File: config.mk
export PLATFORM = sky130hd
export DESIGN_NAME = addr10_tracker
export DESIGN_NICKNAME = d
export VERILOG_FILES = /design/src/rtl/a10_pkg.sv /design/src/rtl/a10_hi_decode.sv /design/src/rtl/a10_lo_compare.sv /design/src/rtl/a10_match_ctrl.sv /design/src/rtl/a10_hold_ctrl.sv /design/src/rtl/addr10_tracker.sv
export SDC_FILE = /design/constraint.sdc
export NUM_CORES = 1
export LEC_CHECK = 0
export ABC_AREA = 1
export BUFFER_PORTS_ARGS = -buffer_cell sky130_fd_sc_hd__buf_2
export CAP_MARGIN = 20
export CELL_PAD_IN_SITES_DETAIL_PLACEMENT = 1
export CELL_PAD_IN_SITES_GLOBAL_PLACEMENT = 2
export CORE_AREA = 2 2 55 57
export DETAILED_ROUTE_END_ITERATION = 16
export DIE_AREA = 0 0 57 59
export GPL_TIMING_DRIVEN = 0
export MAX_ROUTING_LAYER = met4
export PLACE_DENSITY = 0.82
export SYNTH_ARGS = -nofsm -noshare
export SYNTH_HDL_FRONTEND = slang
export SYNTH_SLANG_ARGS = --single-unit
File: constraint.sdc
create_clock -name clk -period 2 [get_ports clk]
set_input_delay 0.4 -clock clk [delete_from_list [all_inputs] [get_ports clk]]
set_output_delay 0.4 -clock clk [all_outputs]
set_load 0.05 [all_outputs]
File: src/rtl/a10_pkg.sv
package a10_pkg;

    localparam int ADDR_BITS   = 10;
    localparam int BYTE_BITS   = 8;
    localparam int UPPER_BITS  = ADDR_BITS - BYTE_BITS;
    localparam int PREFIX_BITS = BYTE_BITS - UPPER_BITS - 1;
    localparam logic [PREFIX_BITS-1:0] HI_PREFIX = 5'b11110;

    typedef enum logic [1:0] {
        PH_IDLE,
        PH_HI,
        PH_LO,
        PH_DATA
    } phase_t;

    typedef struct packed {
        logic fmt_ok;
        logic upper_eq;
        logic dir_rd;
    } hi_info_t;

    function automatic hi_info_t decode_hi(
        input logic [BYTE_BITS-1:0]  b,
        input logic [UPPER_BITS-1:0] upper
    );
        hi_info_t r;
        r.fmt_ok   = (b[BYTE_BITS-1 -: PREFIX_BITS] == HI_PREFIX);
        r.upper_eq = (b[UPPER_BITS:1] == upper);
        r.dir_rd   = b[0];
        return r;
    endfunction

endpackage

File: src/rtl/a10_hi_decode.sv
module a10_hi_decode
    import a10_pkg::*;
(
    input  logic [BYTE_BITS-1:0]  byte_data,
    input  logic [UPPER_BITS-1:0] own_upper,
    output hi_info_t              info
);

    always_comb begin
        info = decode_hi(byte_data, own_upper);
    end

endmodule

File: src/rtl/a10_lo_compare.sv
module a10_lo_compare
    import a10_pkg::*;
(
    input  logic [BYTE_BITS-1:0] byte_data,
    input  logic [BYTE_BITS-1:0] own_lower,
    output logic                 lo_eq
);

    always_comb begin
        lo_eq = (byte_data == own_lower);
    end

endmodule

File: src/rtl/a10_match_ctrl.sv
module a10_match_ctrl
    import a10_pkg::*;
(
    input  logic     clk,
    input  logic     rst,
    input  logic     start_pulse,
    input  logic     stop_pulse,
    input  logic     byte_valid,
    input  logic     byte_first,
    input  hi_info_t hi,
    input  logic     lo_eq,
    output logic     addr_ack,
    output logic     wr_sel,
    output logic     rd_sel,
    output logic     read_grant
);

    phase_t phase_q, phase_n;
    logic   prior_q, prior_n;
    logic   wr_n, rd_n, ack_n;
    logic   hi_match;

    assign hi_match = hi.fmt_ok && hi.upper_eq;

    always_comb begin
        phase_n    = phase_q;
        prior_n    = prior_q;
        wr_n       = wr_sel;
        rd_n       = rd_sel;
        ack_n      = 1'b0;
        read_grant = 1'b0;
        if (stop_pulse) begin
            phase_n = PH_IDLE;
            prior_n = 1'b0;
            wr_n    = 1'b0;
            rd_n    = 1'b0;
        end else if (start_pulse) begin
            phase_n = PH_HI;
            wr_n    = 1'b0;
            rd_n    = 1'b0;
        end else if (byte_valid && byte_first) begin
            wr_n = 1'b0;
            rd_n = 1'b0;
            if (!hi_match) begin
                prior_n = 1'b0;
                phase_n = PH_IDLE;
            end else if (!hi.dir_rd) begin
                prior_n = 1'b0;
                ack_n   = 1'b1;
                phase_n = PH_LO;
            end else if (prior_q) begin
                ack_n      = 1'b1;
                rd_n       = 1'b1;
                read_grant = 1'b1;
                phase_n    = PH_DATA;
            end else begin
                phase_n = PH_IDLE;
            end
        end else if (byte_valid && phase_q == PH_LO) begin
            if (lo_eq) begin
                ack_n   = 1'b1;
                wr_n    = 1'b1;
                prior_n = 1'b1;
                phase_n = PH_DATA;
            end else begin
                phase_n = PH_IDLE;
            end
        end
    end

    always_ff @(posedge clk) begin
        if (rst) begin
            phase_q  <= PH_IDLE;
            prior_q  <= 1'b0;
            wr_sel   <= 1'b0;
            rd_sel   <= 1'b0;
            addr_ack <= 1'b0;
        end else begin
            phase_q  <= phase_n;
            prior_q  <= prior_n;
            wr_sel   <= wr_n;
            rd_sel   <= rd_n;
            addr_ack <= ack_n;
        end
    end

    AST_ACK_FROM_BYTE: assert property (@(posedge clk) disable iff (rst)
        addr_ack |-> $past(byte_valid));
    AST_READ_NEEDS_PRIOR: assert property (@(posedge clk) disable iff (rst)
        $rose(rd_sel) |-> $past(prior_q));
    AST_STOP_CLEARS: assert property (@(posedge clk) disable iff (rst)
        stop_pulse |=> (!prior_q && !wr_sel && !rd_sel));
    AST_PRIOR_FROM_WRITE: assert property (@(posedge clk) disable iff (rst)
        $rose(prior_q) |-> wr_sel);
    AST_START_KEEPS_PRIOR: assert property (@(posedge clk) disable iff (rst)
        (start_pulse && !stop_pulse) |=> (prior_q == $past(prior_q) && !wr_sel && !rd_sel));

endmodule

File: src/rtl/a10_hold_ctrl.sv
module a10_hold_ctrl (
    input  logic clk,
    input  logic rst,
    input  logic read_grant,
    input  logic tx_loaded,
    input  logic hold_release,
    output logic hold_req
);

    always_ff @(posedge clk) begin
        if (rst) begin
            hold_req <= 1'b0;
        end else if (read_grant) begin
            hold_req <= 1'b1;
        end else if (tx_loaded || hold_release) begin
            hold_req <= 1'b0;
        end
    end

    AST_HOLD_DROPS: assert property (@(posedge clk) disable iff (rst)
        (hold_req && (tx_loaded || hold_release) && !read_grant) |=> !hold_req);
    AST_HOLD_KEEPS: assert property (@(posedge clk) disable iff (rst)
        (hold_req && !tx_loaded && !hold_release) |=> hold_req);

endmodule

File: src/rtl/addr10_tracker.sv
module addr10_tracker
    import a10_pkg::*;
(
    input  logic                 clk,
    input  logic                 rst,
    input  logic [ADDR_BITS-1:0] own_addr,
    input  logic                 start_pulse,
    input  logic                 stop_pulse,
    input  logic                 byte_valid,
    input  logic                 byte_first,
    input  logic [BYTE_BITS-1:0] byte_data,
    input  logic                 tx_loaded,
    input  logic                 hold_release,
    output logic                 addr_ack,
    output logic                 wr_sel,
    output logic                 rd_sel,
    output logic                 hold_req
);

    hi_info_t hi;
    logic     lo_eq;
    logic     read_grant;

    a10_hi_decode u_hi (
        .byte_data (byte_data),
        .own_upper (own_addr[ADDR_BITS-1:BYTE_BITS]),
        .info      (hi)
    );

    a10_lo_compare u_lo (
        .byte_data (byte_data),
        .own_lower (own_addr[BYTE_BITS-1:0]),
        .lo_eq     (lo_eq)
    );

    a10_match_ctrl u_ctrl (
        .clk         (clk),
        .rst         (rst),
        .start_pulse (start_pulse),
        .stop_pulse  (stop_pulse),
        .byte_valid  (byte_valid),
        .byte_first  (byte_first),
        .hi          (hi),
        .lo_eq       (lo_eq),
        .addr_ack    (addr_ack),
        .wr_sel      (wr_sel),
        .rd_sel      (rd_sel),
        .read_grant  (read_grant)
    );

    a10_hold_ctrl u_hold (
        .clk          (clk),
        .rst          (rst),
        .read_grant   (read_grant),
        .tx_loaded    (tx_loaded),
        .hold_release (hold_release),
        .hold_req     (hold_req)
    );

    AST_HOLD_WITH_READ: assert property (@(posedge clk) disable iff (rst)
        $rose(rd_sel) |-> hold_req);
    AST_SEL_EXCLUSIVE: assert property (@(posedge clk) disable iff (rst)
        !(wr_sel && rd_sel));

endmodule

# Yosys cells after proc, flatten, opt, wreduce, memory -nomap -nowiden
# Index checks and enable logic that the tools add are counted.
totals:
  wordCells: 51
  regBits: 7
  output_inout_bits: 4
  input_bits: 26
op_classes:
  bitwise_logic: 1
  n_eq_ne: 5
  reduce_logical: 13
  mux: 25
op_table:
  columns: ["cell", "count"]
  rows:
  - ["1-bit two-way mux", 19]
  - ["2-bit two-way mux", 6]
  - ["8-bit == test", 1]
  - ["2-bit nonzero test", 3]
  - ["5-bit == test, second input constant", 1]
  - ["4-bit AND reduction", 1]
  - ["4-bit OR reduction", 1]
  - ["1-bit logical AND", 3]
  - ["3-bit inequality test, second input constant", 1]
  - ["3-bit nonzero test", 1]
  - ["3-bit OR reduction", 1]
  - ["2-bit == test", 1]
  - ["2-bit == test, second input constant", 1]
  - ["2-bit AND reduction", 1]
  - ["2-bit OR reduction", 1]
  - ["1-bit logical OR", 1]
  - ["1-bit inverter", 1]

# Logic depth before layout (Yosys ltp)
depth:
  word_depth: 7
  mapped_depth: 10
  ltp_nobuf: 10

# By module
# A second synthesis with hierarchy kept.
hier_totals:
  hier_cells: 114
  hier_area_um2: 605.6
by_module_without_submodules:
  columns: ["mod", "area_each_um2", "seq_area_each_um2", "instances", "cells_per_inst"]
  rows:
  - ["a10_match_ctrl", 325.3, 120.1, 1, 48]
  - ["a10_lo_compare", 165.2, 0.0, 1, 44]
  - ["a10_hi_decode", 65.1, 0.0, 1, 16]
  - ["a10_hold_ctrl", 50.0, 20.0, 1, 6]

# Worst setup path before layout
# Ideal clock, no wire load.
synth_path:
  path_kind: "register -> register"
  from: "register u_hold.hold_req (netlist name)"
  to: "register u_hold.hold_req"
  path_slack_ps: 904
  setup_time_ps: 101
  stages_incl_launch_ff: 3
  arrival_time_ps: 995
  t_required_ps: 1899
  synth_period_minus_slack_ps: 1096
  n_path_buf: 0
  cell_sequence: "dfxtp_1 inv_1 o41ai_1"
synth_lines:
  columns: ["element", "line", "rtl"]
  rows:
  - ["end signal: assignment", "a10_hold_ctrl.sv:12", "hold_req <= 1'b0;"]
  - ["end signal: assignment", "a10_hold_ctrl.sv:14", "hold_req <= 1'b1;"]
  - ["end signal: assignment", "a10_hold_ctrl.sv:16", "hold_req <= 1'b0;"]
  - ["end: declaration", "a10_hold_ctrl.sv:7", "output logic hold_req"]

# Worst setup path after layout
layout_path:
  from: "register u_ctrl.wr_sel"
  to: "output wr_sel"
layout_lines:
  columns: ["element", "line", "rtl"]
  rows:
  - ["start: declaration", "a10_match_ctrl.sv:13", "output logic wr_sel,"]
  - ["start signal: assignment", "a10_match_ctrl.sv:81", "wr_sel <= wr_n;"]
  - ["end: declaration", "addr10_tracker.sv:15", "output logic wr_sel,"]
# No word-level cell between the ends.

==> reports/qor.yml <==
status:
  run_status: "completed"
worst_setup_path:
  critical_path_required_ps: 1600
  cp_cell_sequence: "buf_2"
  critPathMaxStageDelay_ps: 330
  worst_path_buffer_plus_inverter_count: 1
  r2r_end: "u_ctrl.prior_q"
  critical-path-slowest-cell: "dfxtp_1"
  setup.worst_path.end_class: "output pin"
  worst-path-max-fanout: 2
  cp-start-kind: "register"
  reg2reg_start: "u_ctrl.phase_q[1]"
  worst_path_dominant_cell_family: "flip-flops"
  critPathKind: "reg2out"
  rr_worst_depth: 7
  worst-r2r-setup-slack_ps: 930
  worst-endpoint-arrival_ps: 850
min_path:
  holdCritPathClass: "in2reg"
  whs_path_depth: 2
  holdCritStartpoint: "tx_loaded"
  worstHoldEndpoint: "u_hold.hold_req"
timing:
  hold_ws_ps: 314.4
  final_max_slew_viol_count: 0
  setup_ws_ps: 752.8
  max_freq_ghz: 0.8018
  post-route-min-period_ps: 1247
  grt_setup_unrepaired: "false"
  final.period_utilization: 0.6236
  finalSetupViolations: 0
  hold_viol: 0
  fin_skew_ps: 0.9636
  slew_headroom: 0.7717
  tightest_slew_ps: 339.9
  fin_setup_tns_ps: 0
route:
  via_per_inst: 4.144
  number_of_optimization_iterations_in_the_first_detailed_route_pass: 3
  total_wirelength_of_the_detailed_routed_design_um: 1471
  antenna_violating_nets_post_route: 0
  drt_first_iter_violations: 6
  detailed_route_wire_length_per_cell_um: 9.194
  dr_total_vias: 663
  drc: 0
clocking:
  clkSinkCount: 7
  root_buffer: "clkbuf_4"
  cts_inserted_buffers: 3
  postCtsResizedCells: 0
  cts.reportedPaths.clkPinSlew_ps: 60
  cts_hold_buffers: 0
  insertion_delay_ps: 250
  max_buffers_root_to_sink: 2
  cts_max_level: 1
  clock_tree_from_tritoncts: "built"
  post_cts.repair.setup_buffers: 0
floorplan:
  design.die.area_um2: 3363
  pin_count: 30
  floorplan.initialDensity: 0.1925
  fp.dieH_um: 59
  area_of_the_core_um2: 2710
  fp.dieW_um: 57
  row_count: 19
global_routing:
  gr-max-usage-layer: "met2"
  grt_max_degree: 5
  vias_in_the_first_global_route: 660
  grt_pass1_wl_um: 2532
  global_route.usage.met2: 0.1823
  global_route.usage.total: 0.09825
  total_global_routing_overflow: 0
  use_met3: 0.02183
  antenna_found_initial: 0
  grt.met1_usage: 0.1041
synthesis:
  syn-instance-count: 96
  yosys_warn_count: 0
  yosysUniqueCellTypes: 14
  ys_seq_area_frac: 0.2686
  synthesis.area_per_instance_um2: 5.435
  synth-seq-cells: 7
  cell_area_after_technology_mapping_um2: 521.8
  syn_nets: 122
cells_and_area:
  drive_gt1_frac: 0.2791
  final_cell_count_no_fill: 160
  flow.area_growth_from_synthesis_pct: 40.29
  finish.utilization: 0.2701
  antenna-diode-count: 0
  nNetsFinal: 156
  finish.instance_area_um2: 732.0
placed_design:
  numPortBuffers: 29
  finalWeightedCongestion: 0.8307
  hpwl_after_detailed_placement_um: 1343
  dpl.cell_count: 156
  place_ws_ps: 653.1
  dpl_cell_area_um2: 705.7
flow_run:
  cap_viol_max_count: 0
power_and_ir_drop:
  power.share.combinational: 0.217
  report.power.total_mw: 0.3510
  p_sw_mw: 0.09903
  peakVddDrop_mv: 0.1769
  power.clock.fraction: 0.381
  netSwitchingFraction: 0.2822
  internal_power_of_the_cells_mw: 0.2519
  power_leakage_nw: 0.4414
  pwr-share-seq: 0.402
  power.density_nw_per_um2: 479.5
-- kinds of logic (layout without fill, tap and decap cells) --
group,count (synthesis),after routing,share of synthesized area
buf+inv,19,52,0.1367
flops,7,7,0.2686
simple gates,63,63,0.4988
xor+xnor,3,3,0.05037
compound gates,4,4,0.04554
-- how the worst max path moves through the flow --
stage                                from               to  slack [ps]  depth (start not counted)
after global routing        u_ctrl.wr_sel           wr_sel         710                          1
after floorplan           u_hold.hold_req  u_hold.hold_req         900                          2
after CTS                   u_ctrl.wr_sel           wr_sel         730                          1
after global placement         stop_pulse    u_ctrl.wr_sel         630                          6
after detailed placement       byte_first    u_ctrl.wr_sel         650                          6
final                       u_ctrl.wr_sel           wr_sel         750                          1
-- power by group through the flow --
| stage | clock network [mW] | logic [mW] | registers (mW) |
|---|---|---|---|
| 6_report | 0.134 | 0.0763 | 0.141 |
| 5_1_grt | 0.149 | 0.0884 | 0.141 |
| 4_1_cts | 0.141 | 0.0779 | 0.141 |
| 3_5_place_dp | 0 | 0.0775 | 0.144 |
| 3_3_place_gp | 0 | 0.0749 | 0.144 |
| 2_1_floorplan | 0 | 0.0385 | 0.144 |
-- layout by cell type (no fill, tap or decap), drive strengths merged --
master,count
a21oi,1
buf,29
clkbuf,4
dfxtp,7
inv,19
nand2,38
nand3,4
nand4,4
nor2,16
nor3,1
o21ai,2
o41ai,1
xnor2,3
-- registers in the layout, summed over array words and instances (netlist names) --
name             count
u_ctrl.wr_sel        1
u_hold.hold_req      1
u_ctrl.addr_ack      1
u_ctrl.rd_sel        1
u_ctrl.prior_q       1
u_ctrl.phase_q       2
-- area by class of cell --
cell class,count,area [um^2]
fill,393,1978
multi-input combinational,70,310.3
timing repair buffer,29,145.1
sequential,7,140.1
inverter,19,71.32
tap,31,38.79
clock buffer,4,26.28
-- Yosys cell counts, drive strengths merged --
cell type | n | area (um^2)
nand2 | 38 | 142.6
inv | 19 | 71.31
nor2 | 16 | 67.57
dfxtp | 7 | 140.1
nand3 | 4 | 20.02
nand4 | 4 | 25.02
xnor2 | 3 | 26.28
o21ai | 2 | 10.00
a21oi | 1 | 5.000
nor3 | 1 | 5.000
o41ai | 1 | 8.760
-- per-layer routing --
| metal | vias up | wire [um] |
|---|---|---|
| met5 | - | 0 |
| met4 | 0 | 19 |
| met1 | 290 | 632 |
| met2 | 13 | 754 |
| met3 | 2 | 65 |
| li1 | 358 | - |
Power figures use the tool's default switching activity.
